[src/rtl/dma_pkg.sv]
package dma_pkg;

    typedef enum logic [1:0] {
        ST_IDLE,
        ST_FILL,
        ST_REQ,
        ST_BURST
    } dma_state_e;

endpackage

[src/rtl/dma_byte_packer.sv]
module dma_byte_packer #(
    parameter int LEN_W = 16,
    parameter int GRACE = 8
) (
    input  logic             clk,
    input  logic             rst_n,
    input  logic             clear,
    input  logic             load,
    input  logic [LEN_W-1:0] load_len,
    input  logic             active,
    input  logic             in_valid,
    input  logic [7:0]       in_data,
    input  logic             fifo_full,
    output logic             in_ready,
    output logic             push,
    output logic [15:0]      push_word,
    output logic             in_done,
    output logic             overrun
);

    localparam int SC_W = $clog2(GRACE + 1);
    localparam logic [SC_W-1:0] STALL_LAST = SC_W'(GRACE - 1);

    logic [LEN_W-1:0] bytes_left;
    logic [7:0]       hold_lo;
    logic             have_lo;
    logic [SC_W-1:0]  stall_cnt;
    logic             take;
    logic             last_byte;
    logic             stall;

    always_comb begin
        in_done   = (bytes_left == '0);
        in_ready  = active && !in_done && !fifo_full;
        take      = in_valid && in_ready;
        last_byte = (bytes_left == LEN_W'(1));
        push      = take && (have_lo || last_byte);
        push_word = have_lo ? {in_data, hold_lo} : {8'h00, in_data};
        stall     = active && !in_done && in_valid && fifo_full;
        overrun   = stall && (stall_cnt == STALL_LAST);
    end

    always_ff @(posedge clk) begin
        if (!rst_n) begin
            bytes_left <= '0;
            hold_lo    <= '0;
            have_lo    <= 1'b0;
            stall_cnt  <= '0;
        end else if (clear) begin
            bytes_left <= '0;
            have_lo    <= 1'b0;
            stall_cnt  <= '0;
        end else if (load) begin
            bytes_left <= load_len;
            have_lo    <= 1'b0;
            stall_cnt  <= '0;
        end else begin
            if (take) begin
                bytes_left <= bytes_left - LEN_W'(1);
                have_lo    <= !push;
                if (!push) begin
                    hold_lo <= in_data;
                end
            end
            stall_cnt <= stall ? stall_cnt + SC_W'(1) : '0;
        end
    end


    pair_hold_chk: assert property (@(posedge clk) disable iff (!rst_n)
        (take && !push) |=> have_lo);


    stall_window_chk: assert property (@(posedge clk) disable iff (!rst_n)
        (stall_cnt != '0) |-> $past(stall));

endmodule

[src/rtl/dma_word_fifo.sv]
module dma_word_fifo #(
    parameter int DEPTH = 64,
    parameter int WIDTH = 16
) (
    input  logic                         clk,
    input  logic                         rst_n,
    input  logic                         clear,
    input  logic                         push,
    input  logic [WIDTH-1:0]             wdata,
    input  logic                         pop,
    output logic [WIDTH-1:0]             rdata,
    output logic [$clog2(DEPTH+1)-1:0]   count,
    output logic                         full
);

    localparam int AW = $clog2(DEPTH);
    localparam int CW = $clog2(DEPTH + 1);

    logic [WIDTH-1:0] mem [DEPTH];
    logic [AW-1:0]    wr_ptr;
    logic [AW-1:0]    rd_ptr;

    always_ff @(posedge clk) begin
        if (push) begin
            mem[wr_ptr] <= wdata;
        end
    end

    always_ff @(posedge clk) begin
        if (!rst_n || clear) begin
            wr_ptr <= '0;
            rd_ptr <= '0;
            count  <= '0;
        end else begin
            if (push) begin
                wr_ptr <= wr_ptr + AW'(1);
            end
            if (pop) begin
                rd_ptr <= rd_ptr + AW'(1);
            end
            unique case ({push, pop})
                2'b10:   count <= count + CW'(1);
                2'b01:   count <= count - CW'(1);
                default: count <= count;
            endcase
        end
    end

    always_comb begin
        rdata = mem[rd_ptr];
        full  = (count == CW'(DEPTH));
    end


    fifo_no_overflow_chk: assert property (@(posedge clk) disable iff (!rst_n)
        push |-> (count != CW'(DEPTH)));


    fifo_no_underflow_chk: assert property (@(posedge clk) disable iff (!rst_n)
        pop |-> (count != '0));

endmodule

[src/rtl/dma_burst_ctrl.sv]
module dma_burst_ctrl
    import dma_pkg::*;
#(
    parameter int ADDR_W = 24,
    parameter int LEN_W  = 16,
    parameter int BURST  = 32,
    parameter int CNT_W  = 7
) (
    input  logic              clk,
    input  logic              rst_n,
    input  logic              start,
    input  logic [ADDR_W-1:0] cfg_addr,
    input  logic [LEN_W-1:0]  cfg_len,
    input  logic [CNT_W-1:0]  fifo_count,
    input  logic              in_done,
    input  logic              overrun,
    input  logic              bus_gnt,
    output logic              busy,
    output logic              done,
    output logic              err_overrun,
    output logic              err_range,
    output logic              bus_req,
    output logic              bus_wr,
    output logic [ADDR_W-1:0] bus_addr,
    output logic              pop,
    output logic              load,
    output logic              clear
);

    localparam logic [ADDR_W:0]  SPAN    = (ADDR_W+1)'(1) << ADDR_W;
    localparam logic [CNT_W-1:0] BURST_N = CNT_W'(BURST);

    dma_state_e        state;
    dma_state_e        state_nx;
    logic [ADDR_W-1:0] addr_q;
    logic [LEN_W-1:0]  words_left;
    logic [LEN_W-1:0]  words_init;
    logic [LEN_W:0]    len_plus;
    logic [CNT_W-1:0]  beats;
    logic [ADDR_W:0]   end_sum;
    logic              range_bad;
    logic              accept;
    logic              accept_ok;
    logic              thresh_hit;
    logic              flush_ready;

    always_comb begin
        end_sum     = {1'b0, cfg_addr} + (ADDR_W+1)'(cfg_len);
        range_bad   = (end_sum > SPAN);
        accept      = start && (state == ST_IDLE);
        accept_ok   = accept && !range_bad;
        len_plus    = {1'b0, cfg_len} + (LEN_W+1)'(1);
        words_init  = len_plus[LEN_W:1];
        thresh_hit  = (fifo_count >= BURST_N);
        flush_ready = in_done && (fifo_count != '0);
    end

    // State register
    always_ff @(posedge clk) begin
        if (!rst_n) begin
            state <= ST_IDLE;
        end else begin
            state <= state_nx;
        end
    end

    // Transitions
    always_comb begin
        state_nx = state;
        unique case (state)
            ST_IDLE: begin
                if (accept_ok) state_nx = ST_FILL;
            end
            ST_FILL: begin
                if (overrun)                        state_nx = ST_IDLE;
                else if (words_left == '0)          state_nx = ST_IDLE;
                else if (thresh_hit || flush_ready) state_nx = ST_REQ;
            end
            ST_REQ: begin
                if (overrun)      state_nx = ST_IDLE;
                else if (bus_gnt) state_nx = ST_BURST;
            end
            ST_BURST: begin
                if (overrun)                    state_nx = ST_IDLE;
                else if (beats == CNT_W'(1))    state_nx = ST_FILL;
            end
            default: state_nx = ST_IDLE;
        endcase
    end

    // State-decoded outputs
    always_comb begin
        busy     = (state != ST_IDLE);
        bus_req  = (state == ST_REQ) || (state == ST_BURST);
        bus_wr   = (state == ST_BURST);
        pop      = bus_wr;
        load     = accept_ok;
        clear    = overrun && busy;
        bus_addr = addr_q;
    end

    // Counters and status
    always_ff @(posedge clk) begin
        if (!rst_n) begin
            addr_q      <= '0;
            words_left  <= '0;
            beats       <= '0;
            done        <= 1'b0;
            err_overrun <= 1'b0;
            err_range   <= 1'b0;
        end else begin
            if (accept) begin
                done        <= 1'b0;
                err_overrun <= 1'b0;
                err_range   <= range_bad;
            end
            if (accept_ok) begin
                addr_q     <= cfg_addr;
                words_left <= words_init;
            end
            if (state == ST_REQ && bus_gnt) begin
                beats <= thresh_hit ? BURST_N : fifo_count;
            end
            if (state == ST_BURST) begin
                addr_q     <= addr_q + ADDR_W'(2);
                words_left <= words_left - LEN_W'(1);
                beats      <= beats - CNT_W'(1);
            end
            if (state == ST_FILL && words_left == '0 && !overrun) begin
                done <= 1'b1;
            end
            if (clear) begin
                err_overrun <= 1'b1;
            end
        end
    end


    req_threshold_chk: assert property (@(posedge clk) disable iff (!rst_n)
        $rose(bus_req) |-> (fifo_count >= BURST_N || in_done));


    burst_addr_step_chk: assert property (@(posedge clk) disable iff (!rst_n)
        (bus_wr && $past(bus_wr)) |-> (bus_addr == $past(bus_addr) + ADDR_W'(2)));


    req_release_chk: assert property (@(posedge clk) disable iff (!rst_n)
        (state == ST_BURST && beats == CNT_W'(1)) |=> !bus_req);


    idle_no_req_chk: assert property (@(posedge clk) disable iff (!rst_n)
        !busy |-> !bus_req);


    write_needs_grant_chk: assert property (@(posedge clk) disable iff (!rst_n)
        bus_wr |-> bus_gnt);


    overrun_abort_chk: assert property (@(posedge clk) disable iff (!rst_n)
        $rose(err_overrun) |-> !busy);


    done_idle_chk: assert property (@(posedge clk) disable iff (!rst_n)
        $rose(done) |-> !busy);


    busy_start_hold_chk: assert property (@(posedge clk) disable iff (!rst_n)
        (start && busy && !bus_wr) |=> $stable(bus_addr));

endmodule

[src/rtl/burst_dma_engine.sv]
module burst_dma_engine #(
    parameter int ADDR_W     = 24,
    parameter int LEN_W      = 16,
    parameter int FIFO_DEPTH = 64,
    parameter int BURST_LEN  = 32,
    parameter int GRACE      = 8
) (
    input  logic              clk,
    input  logic              rst_n,
    input  logic              cfg_start,
    input  logic [ADDR_W-1:0] cfg_addr,
    input  logic [LEN_W-1:0]  cfg_len,
    output logic              busy,
    output logic              done,
    output logic              err_overrun,
    output logic              err_range,
    input  logic              src_valid,
    input  logic [7:0]        src_data,
    output logic              src_ready,
    output logic              bus_req,
    input  logic              bus_gnt,
    output logic              bus_wr,
    output logic [ADDR_W-1:0] bus_addr,
    output logic [15:0]       bus_wdata
);

    localparam int CNT_W = $clog2(FIFO_DEPTH + 1);

    logic             f_push;
    logic [15:0]      f_wdata;
    logic             f_pop;
    logic [CNT_W-1:0] f_count;
    logic             f_full;
    logic             in_done;
    logic             overrun;
    logic             load;
    logic             clear;

    dma_byte_packer #(
        .LEN_W (LEN_W),
        .GRACE (GRACE)
    ) u_pack (
        .clk       (clk),
        .rst_n     (rst_n),
        .clear     (clear),
        .load      (load),
        .load_len  (cfg_len),
        .active    (busy),
        .in_valid  (src_valid),
        .in_data   (src_data),
        .fifo_full (f_full),
        .in_ready  (src_ready),
        .push      (f_push),
        .push_word (f_wdata),
        .in_done   (in_done),
        .overrun   (overrun)
    );

    dma_word_fifo #(
        .DEPTH (FIFO_DEPTH),
        .WIDTH (16)
    ) u_fifo (
        .clk   (clk),
        .rst_n (rst_n),
        .clear (clear),
        .push  (f_push),
        .wdata (f_wdata),
        .pop   (f_pop),
        .rdata (bus_wdata),
        .count (f_count),
        .full  (f_full)
    );

    dma_burst_ctrl #(
        .ADDR_W (ADDR_W),
        .LEN_W  (LEN_W),
        .BURST  (BURST_LEN),
        .CNT_W  (CNT_W)
    ) u_ctrl (
        .clk         (clk),
        .rst_n       (rst_n),
        .start       (cfg_start),
        .cfg_addr    (cfg_addr),
        .cfg_len     (cfg_len),
        .fifo_count  (f_count),
        .in_done     (in_done),
        .overrun     (overrun),
        .bus_gnt     (bus_gnt),
        .busy        (busy),
        .done        (done),
        .err_overrun (err_overrun),
        .err_range   (err_range),
        .bus_req     (bus_req),
        .bus_wr      (bus_wr),
        .bus_addr    (bus_addr),
        .pop         (f_pop),
        .load        (load),
        .clear       (clear)
    );

endmodule

[config.mk]
export PLATFORM = sky130hd
export DESIGN_NAME = burst_dma_engine
export DESIGN_NICKNAME = d
export VERILOG_FILES = /design/src/rtl/dma_pkg.sv /design/src/rtl/dma_byte_packer.sv /design/src/rtl/dma_word_fifo.sv /design/src/rtl/dma_burst_ctrl.sv /design/src/rtl/burst_dma_engine.sv
export SDC_FILE = /design/constraint.sdc
export NUM_CORES = 1
export LEC_CHECK = 0
export ABC_AREA = 0
export BUFFER_PORTS_ARGS = -buffer_cell sky130_fd_sc_hd__buf_2
export CAP_MARGIN = 40
export CELL_PAD_IN_SITES_DETAIL_PLACEMENT = 0
export CELL_PAD_IN_SITES_GLOBAL_PLACEMENT = 1
export CORE_UTILIZATION = 58
export CTS_CLUSTER_SIZE = 30
export DETAILED_ROUTE_END_ITERATION = 10
export PLACE_DENSITY_LB_ADDON = 0.1
export SLEW_MARGIN = 10
export SYNTH_ARGS = -nofsm -noshare
export SYNTH_HDL_FRONTEND = slang
export SYNTH_HIERARCHICAL = 1
export SYNTH_SLANG_ARGS = --single-unit
[constraint.sdc]
create_clock -name clk -period 11.2 [get_ports clk]
set_clock_uncertainty 0.2 [all_clocks]
set_input_delay 2.24 -clock clk [delete_from_list [all_inputs] [get_ports clk]]
set_output_delay 2.24 -clock clk [all_outputs]
set_load 0.03 [all_outputs]
Word-level counts from Yosys, hierarchy flattened --
Memories as Yosys holds them, arrays and structs flattened. A register that Yosys moved wholly into a read port is not among the register bits. Cells that the tools add are included. W data, S select, Z words.
Word-level totals: bits in registers 100, memory bits (writable) 1024, logic and storage cells 113, memories kept 1
Memory list:
- u_fifo.mem | depth 64, width 16, rd ports 1, clocked after Yosys merged registers in 1, write ports 1, line dma_word_fifo.sv:19 | logic [WIDTH-1:0] mem [DEPTH];
Cells by class: add/sub/neg operators 11, order comparisons 2, equality and inequality tests 13, mux-type cells 27, bitwise logic cells 5, reduce and logical (&&, ||, !) cells 40
Operators by type and width (count):
- $mux W16 | 5
- $mux W24 | 2
- $logic_not A16 Y1 | 2
- $sub A16 B1 Y16 const B | 2
- $add A24 B16 Y25 | 1
- $gt A25 B25 Y1 const B | 1
- $add A24 B2 Y24 const B | 1
- $mux W7 | 3
- $add A16 B1 Y17 const B | 1
- $eq A16 B1 Y1 const B | 1
- $mux W2 | 8
- $logic_and A1 B1 Y1 | 14
- $pmux W7 S2 | 1
- $reduce_bool A2 Y1 | 7
- $sub A7 B1 Y7 const B | 2
- $add A6 B1 Y6 const B | 2
- $mux W6 | 2
- $pmux W2 S4 | 1
- $reduce_and A4 Y1 | 2
- $add A7 B1 Y7 const B | 1
- $eq A7 B1 Y1 const B | 1
- $eq A7 B7 Y1 const B | 1
- $ge A7 B6 Y1 const B | 1
- $reduce_bool A7 Y1 | 1
- 16 further kinds | 35

Depth between registers and ports, before layout --
Gate-level depths: netlist (run 1).
depth in word-level cells 9, depth in mapped cells 17, depth with buffers taken out 15

By module --
The synthesis (run 1) kept the hierarchy.
By module, submodules not included:
- dma_word_fifo | times used 1, cells an instance 1885, area each 40516.4 um2, sequential area each 31250.0 um2
- dma_burst_ctrl | times used 1, cells an instance 618, area each 4544.4 um2, sequential area each 1041.0 um2
- dma_byte_packer | times used 1, cells an instance 199, area each 1674.1 um2, sequential area each 580.6 um2

Least setup slack after synthesis (run 1) --
OpenSTA, ideal clock, no wires.
path type input-to-reg, start point in cfg_addr[0], end point reg u_pack.bytes_left[10], setup time 70 ps, arrival time 5493 ps, data required time 10930 ps, slack 5437 ps, cell stages on the path 17, path buffers 4, path through ha_1 > fa_1 > xor2_1 > a2111oi_2 > o21ai_1 > a2111oi_2 > o2111ai_1 > nor4_2 > nand4_2 > and2b_4 > clkinv_2 > buf_8 > buf_12 > inv_1 > clkbuf_1 > clkbuf_1 > a21oi_1
On the way: longest elaborated chain between the ends 5, elaborated cells between the ends (all ways) 6
Ends and longest elaborated chain:
- from (decl) | line burst_dma_engine.sv:11 | input logic [ADDR_W-1:0] cfg_addr,
- $add A24 B16 Y25 (*) | line dma_burst_ctrl.sv:48 | end_sum = {1'b0, cfg_addr} + (ADDR_W+1)'(cfg_len);
- $gt A25 B25 Y1 (*) | line dma_burst_ctrl.sv:49 | range_bad = (end_sum > SPAN);
- $logic_not A1 Y1 (*) | line dma_burst_ctrl.sv:51 | accept_ok = accept && !range_bad;
- $logic_and A1 B1 Y1 (*) | line dma_burst_ctrl.sv:51
- named net load | line burst_dma_engine.sv:36 | logic load;
- $mux W16 / $reduce_bool A2 Y1 (equally long branches)
- to (signal assigned) | line dma_byte_packer.sv:54 | bytes_left <= load_len;
- to (signal assigned) | line dma_byte_packer.sv:59 | bytes_left <= bytes_left - LEN_W'(1);
- to (decl) | line dma_byte_packer.sv:24 | logic [LEN_W-1:0] bytes_left;
Mark *: on every way through the listed nets, which the timed path passes. The rest lies on a longest branch. A chain may end at the register's enable or synchronous reset.

==> results of run 1 <==
-- final cells by class --
type | instances | area [µm²] | share of cell area [%]
sequential | 1130 | 32880 | 62.99
multi-input combinational | 1393 | 12900 | 24.71
clock buffer | 138 | 2949 | 5.649
timing repair buffer | 207 | 1454 | 2.785
tap | 1050 | 1314 | 2.516
clock inverter | 62 | 620.6 | 1.189
inverter | 22 | 83.83 | 0.1606
antenna | 2 | 5.005 | 0.009586
-- cell families after synthesis --
logic type,share of synthesized area (%)
AO/OA/AOI/OAI,6.126
multiplexers,13.54
flip-flops,70.34
buffers and inverters,2.177
AND/OR/NAND/NOR,6.035
adder cells (fa/ha/maj),0.8460
XOR/XNOR,0.9370
-- power by group through the flow --
| stage | Clock (µW) | Sequential [µW] | Combinational (µW) |
|---|---|---|---|
| 2_1_floorplan | 0 | 4730 | 181 |
| 3_3_place_gp | 0 | 4720 | 300 |
| 3_5_place_dp | 0 | 4730 | 309 |
| 4_1_cts | 3680 | 4640 | 310 |
| 5_1_grt | 3830 | 4640 | 335 |
| 6_report | 3620 | 4640 | 312 |
-- state kept, by name (all words and copies together), names as in the netlist, 4 cells and up, named ones only --
name               flops
u_pack/hold_lo         8
u_fifo/rd_ptr          6
u_fifo/wr_ptr          6
u_ctrl/bus_addr       24
u_pack/stall_cnt       4
u_pack/bytes_left     16
u_fifo/mem          1024
u_ctrl/words_left     16
u_fifo/count           7
u_ctrl/beats           7
-- final timing paths --
kind / to / slack, ns / startpoint / cells past startpoint
setup / recovery: bus_wdata[13] / 4.14 / register / 8
hold / removal: u_pack/stall_cnt[0]$_SDFF_PP0_ / 0.25 / u_pack/stall_cnt[0]$_SDFF_PP0_ / 1
setup reg to reg: u_fifo/count[4]$_SDFFE_PP0P_ / 6.58 / u_fifo/count[2]$_SDFFE_PP0P_ / 14
hold reg to reg: u_pack/stall_cnt[0]$_SDFF_PP0_ / 0.25 / u_pack/stall_cnt[0]$_SDFF_PP0_ / 1
-- stage by stage --
stage               total power [µW]  worst slack (ns)  instances  utilization, %  area [µm²]
global route                    8803             4.058       4004           65.77       52210
global placement                5025             4.084       3784           60.94       48380
CTS                             8624             4.120       4002           65.76       52200
floorplan                       4913             5.437       2702               -       46730
detailed placement              5034             3.951       3802           61.26       48630
finish                          8570             4.143       4004           65.77       52210
-- synthesized netlist by cell type, types with 31 or more instances --
cell and instances:
a21oi_1 89, a22oi_1 44, buf_2 47, clkbuf_1 60, dfxtp_1 106, edfxtp_1 1024
mux2i_1 62, mux4_2 232, nand2_1 114, nand3_1 45, nand4_1 31, nor2_1 166
nor3_1 46, o21ai_0 67, o22ai_1 51
-- routing by layer --
metal / global-route usage [%] / wire [µm]
met5: 0 / 0
met3: 5.159 / 9491
met1: 41.73 / 47870
met4: 9.238 / 3469
met2: 45.93 / 56590
==> metrics.md, run 1 <==
| Metric | Value |
|---|---|
| Outcome | `completed` |
| Worst EP required | `~8.8 ns` |
| Die W | `285.9 µm` |
| Initial drt markers | `roughly 2800` |
| DRC viols | `0` |
| Gr ovfl total | `0` |
| Cell area after synthesis | `46730 µm²` |
| Nets@finish | `between 2000 and 3000` |
| Routability cong. | `roughly 0.86` |
| Hpwl dp | `around 74000 µm` |
| Fmax | `around 140 MHz` |
| Critical Path Source Type | `register` |
| Worst-Skew Late Latency | `roughly 0.69 ns` |
| Clk root buf | `clkbuf_16` |
| Peak supply drop | `roughly 0.00014 V` |
| Commonest non-fill, non-tap cells in the layout | `edfxtp_1 (1024), mux4_2 (232), nor2_1 (159)` |
| Largest net degree at the start of global routing | `150` |
| DR WL/cell | `just under 30 µm` |
| Max stage delay cell, worst path | `a211oi_1` |
| Cell taking the most area after synthesis | `edfxtp_1` |
| Layout cell share with drive strength beyond 1 | `a little under a quarter` |
| Hold Buf Count CTS | `0` |
| Max-Cap Viols | `0` |
| Asr flop ratio synth | `0%` |
| Clock share of power | `a little over two fifths` |
| Via count | `roughly 26000` |
| Final setup fails | `0` |
| Total wire length | `117400 µm` |
| Yosys reg bits | `1130` |
| Worst path arrival time | `approximately 4.6 ns` |
| Worst hold path type | `reg2reg` |
| Netlist cell types | `a little over 90` |
| Crit end category | `output port` |
| Yosys Warn Count | `6` |
| Max_slew headroom | `between 30% and 40%` |
| Number of I/O pins | `100` |
| Drt via density | `between 6 and 7` |
| DIE HEIGHT | `between 200 and 300 µm` |
| Clock sink count | `roughly 1100` |
| Post-cts resize count | `0` |
| PortBufs | `between 90 and 100` |
| Initial DRT Pass Iterations | `7` |
| Sw Pwr | `~1800 µW` |
| CTS Buf Count | `between 100 and 150` |
| Syn Inst Count | `2702` |
| Top cells by area, synth | `edfxtp_1 (66%), mux4_2 (11%), dfxtp_1 (4.5%)` |
| Area grow syn2layout | `11.71%` |
| Sequential fraction of design power | `roughly 54%` |
| # fillers | `about 5500` |
| Initial cell density of the core | `approximately 59%` |
| Ys flop type | `edfxtp_1` |
| P_leak | `between 0.015 and 0.02 µW` |
| Placement Rows | `between 100 and 150` |
| RSZ-0062 raised after global routing | `no` |
| Slew @ Worst Pin | `between 1 and 1.5 ns` |
| Mapped Nets | `about 2800` |
| Commonest non-fill, non-tap cell in the layout | `edfxtp_1` |
| Final Hold Viols | `0` |
| Setup TNS | `0 ns` |
| Core area | `~79000 µm²` |
| CTS H-tree depth | `3` |
| Internal | `just under 7000 µW` |
| Final Critical Period | `~7.1 ns` |
| Global-route wire length before repair | `172300 µm` |
| Post-synthesis sequential area ratio | `roughly 70%` |
| Gr usage total | `29.08%` |
| Worst Setup Path Type | `reg2out` |
| Worst-path clk slew | `0.06 ns` |
| Critical path, cell by cell | `buf_12, buf_4, mux4_2, a22o_1, a211oi_1, a21o_1, a21oi_1, buf_2` |
| Comb power frac | `roughly 3.6%` |
| Pwr per Cell Area | `~160 nW/µm²` |
| Vias in the first global route | `around 26000` |
| CTS tree | `done` |
| Syn avg cell area | `roughly 17 µm²` |
| Antenna Violating Nets Remaining | `0` |
| Setup repair bufs after CTS | `0` |
| Post-synth EDFFs | `around 1000` |
| Full die area | `between 80000 and 90000 µm²` |
| Initial antenna violation count | `5` |
| Sw Ratio | `20.96%` |
| Crit path max fanout | `30` |
| Worst path max stage delay | `0.79 ns` |
| CTS max path bufs | `3` |
| Crit-path leading delay family | `compound AO/OA/AOI/OAI gates` |
| Yosys top cell area share | `between 60 and 70%` |
| Fin. max-slew vios | `0` |
| Worst Path Buf+Inv | `3` |
| Ratio of final minimum period to clock period | `a little over three fifths` |
| Worst hold slack | `between 0.2 and 0.3 ns` |
Note: power is estimated with default switching activity, not from simulation.
==> run 2: changes to the inputs <==
--- a/config.mk
+++ b/config.mk
@@ -10,7 +10,7 @@
 export CAP_MARGIN = 40
 export CELL_PAD_IN_SITES_DETAIL_PLACEMENT = 0
 export CELL_PAD_IN_SITES_GLOBAL_PLACEMENT = 1
-export CORE_UTILIZATION = 58
+export CORE_UTILIZATION = 49
 export CTS_CLUSTER_SIZE = 30
 export DETAILED_ROUTE_END_ITERATION = 10
 export PLACE_DENSITY_LB_ADDON = 0.1
==> constraint.sdc (replaced) <==
create_clock -name clk -period 5.9 [get_ports clk]
set_clock_uncertainty 0.2 [all_clocks]
set_input_delay 1.18 -clock clk [delete_from_list [all_inputs] [get_ports clk]]
set_output_delay 1.18 -clock clk [all_outputs]
set_load 0.03 [all_outputs]
==> run 2 against run 1 <==
Against the previous run:
- sequential power up 90%
- count of clock-buffer cells in the layout up 3
- first-iteration DRC count up 7.8%
- largest power group unchanged
- final area up 1.1%
- combinational power up 92%
- non-clock buffer count up 22
- critical path type unchanged
==> metrics.md, run 2 (synthesis gave the netlist of run 1 again) <==
| Metric | Value |
|---|---|
| Final Hold Viols | `0` |
| CTS tree | `done` |
| Worst Path Buf+Inv | `2` |
| Clk root buf | `clkbuf_16` |
| Placed Area | `48970 µm²` |
| Ratio of final minimum period to clock period | `a little over nine tenths` |
| Gr usage total | `about a quarter` |
| Commonest non-fill, non-tap cell in the layout | `edfxtp_1` |
| Max reg flops | `roughly 1000` |
| Worst-path clk slew | `roughly 0.06 ns` |
| Total wire length | `~120000 µm` |
| Fmax | `~180 MHz` |
| Sw Pwr | `roughly 3600 µW` |
| DR WL/cell | `28.67 µm` |
| Pwr per Cell Area | `around 310 nW/µm²` |
| Setup TNS | `0 ns` |
| Routability cong. | `slightly below 0.9` |
| Setup repair bufs after CTS | `0` |
| Fin. max-slew vios | `0` |
| Min-delay src | `u_pack/hold_lo[0]$_SDFFE_PN0P_` |
| Initial antenna violation count | `10` |
| RSZ-0062 raised after global routing | `no` |
| Max-Cap Viols | `0` |
| Max_slew headroom | `a little under two fifths` |
| Via count | `about 26000` |
| Die W | `approximately 310 µm` |
| R2R cell count | `15` |
| Peak supply drop | `around 0.00026 V` |
| # fillers | `~7300` |
| Clock share of power | `a little over two fifths` |
| Nets@finish | `2975` |
| Crit-path leading delay family | `compound AO/OA/AOI/OAI gates` |
| Slew @ Worst Pin | `~0.93 ns` |
| Antenna Violating Nets Remaining | `0` |
| Crit path max fanout | `29` |
| Area grow syn2layout | `12.93%` |
| Worst path arrival time | `approximately 4.2 ns` |
| Critical Path Source Type | `register` |
| Outcome | `completed` |
| Layout cell share with drive strength beyond 1 | `a little under a quarter` |
| R2R Path Start | `u_fifo/count[2]$_SDFFE_PP0P_` |
| DRC viols | `0` |
| Largest net degree at the start of global routing | `65` |
| Global-route wire length before repair | `approximately 180000 µm` |
| Drt via density | `between 6 and 7` |
| Worst EP required | `roughly 4.5 ns` |
| Commonest non-fill, non-tap cells in the layout | `edfxtp_1 (1024), mux4_2 (232), nor2_1 (165)` |
| Worst path max stage delay | `0.85 ns` |
| Full die area | `just under 100000 µm²` |
| Max stage delay cell, worst path | `dfxtp_4` |
| Reg-to-reg slack, setup | `between 1 and 1.5 ns` |
| Critical path, cell by cell | `buf_4, nand3_1, o221ai_1, a211oi_1, a21o_1, a21oi_1, buf_2` |
| Hpwl dp | `77010 µm` |
| Placement Rows | `around 110` |
| Number of I/O pins | `100` |
| Hold Buf Count CTS | `0` |
| CTS H-tree depth | `3` |
| Worst hold path type | `reg2reg` |
| Gr ovfl total | `0` |
| Worst hold slack | `0.2570 ns` |
| DIE HEIGHT | `between 300 and 400 µm` |
| Initial drt markers | `between 3000 and 4000` |
| Final setup fails | `0` |
| Initial DRT Pass Iterations | `5` |
| P_leak | `0.01625 µW` |
| CTS max path bufs | `3` |
| Number of cells on the critical path | `7` |
| Sw Ratio | `21.40%` |
| Core area | `roughly 94000 µm²` |
| WHS Path Cells | `2` |
| Clock sink count | `roughly 1100` |
| CTS Buf Count | `roughly 120` |
| Vias in the first global route | `roughly 26000` |
| Reg2Reg Capture Point | `u_fifo/count[4]$_SDFFE_PP0P_` |
| Hold Path Sink | `u_pack/hold_lo[0]$_SDFFE_PN0P_` |
| Comb power frac | `about 3.6%` |
| Final Critical Period | `between 5 and 6 ns` |
| Sequential fraction of design power | `~53%` |
| PortBufs | `~100` |
| Total power | `roughly 17000 µW` |
| Internal | `~13000 µW` |
| Worst-Skew Late Latency | `between 0.7 and 0.8 ns` |
| Post-cts resize count | `0` |
| Most flop-heavy register | `u_fifo/mem` |
| Worst Setup Path Type | `reg2out` |
| Initial cell density of the core | `between 40% and 50%` |
| Post-route cell area | `approximately 53000 µm²` |
| Crit end category | `output port` |
==> run 2: cell count changes in the layout (fill, tap and decap cells not counted), sizes merged <==
cell,previous run,this run
buf,207,229
bufinv,9,11
clkbuf,138,141
clkinv,47,52
clkinvlp,4,9
diode,2,4
inv,24,26
==> run 2: final cells by class <==
type / count / area, µm² / share of cell area (%)
flip-flops and latches: 1130 / 32880 / 62.31
multi-input cells: 1393 / 12870 / 24.39
clock buffers: 141 / 3015 / 5.713
well taps: 1254 / 1569 / 2.973
repair buffers: 229 / 1564 / 2.963
clock inverters: 76 / 777.0 / 1.472
inverters: 22 / 83.83 / 0.1588
diodes: 4 / 10.01 / 0.01897
==> run 2: metal layers <==
| layer | routed length [µm] | GRT usage [%] |
|---|---|---|
| met3 | 9631 | 4.825 |
| met1 | 53400 | 37.84 |
| met5 | 12 | 0 |
| met2 | 55580 | 37.93 |
| met4 | 3212 | 7.132 |
==> run 2: worst max-delay path by stage <==
| stage | to | slack [ns] |
|---|---|---|
| after floorplan | u_pack/bytes_left[10]$_SDFFE_PP0P_ | 1.20 |
| after global placement | u_pack/bytes_left[1]$_SDFFE_PP0P_ | 0.29 |
| after detailed placement | u_pack/bytes_left[1]$_SDFFE_PP0P_ | 0.29 |
| after CTS | bus_wdata[14] | 0.39 |
| after global routing | bus_wdata[15] | 0.16 |
| final | bus_wdata[15] | 0.35 |
==> run 2: worst register-to-register path, delay by kind of cell, from the launching register on <==
family / cells / cell delay [ns]
simple gates: 5 / 1.61
flops: 1 / 0.42
buf+inv: 3 / 0.69
xor+xnor: 1 / 0.19
compound gates: 4 / 0.71
fa+ha+maj: 2 / 0.72
==> run 2: through the flow <==
stage	setup slack (ns)	instances	util, %
global route	0.1641	4248	56.21
global placement	0.2892	4025	52.12
CTS	0.3861	4245	56.20
floorplan	1.197	2702	-
detailed placement	0.2900	4028	52.16
finish	0.3493	4249	56.21
==> run 2: power by group through the flow <==
| stage | Combinational, µW | Sequential, µW | Clock (µW) |
|---|---|---|---|
| detailed placement | 593 | 8970 | 0 |
| global route | 644 | 8810 | 7640 |
| global placement | 580 | 8970 | 0 |
| CTS | 595 | 8800 | 7340 |
| floorplan | 344 | 8980 | 0 |
| finish | 600 | 8800 | 7220 |
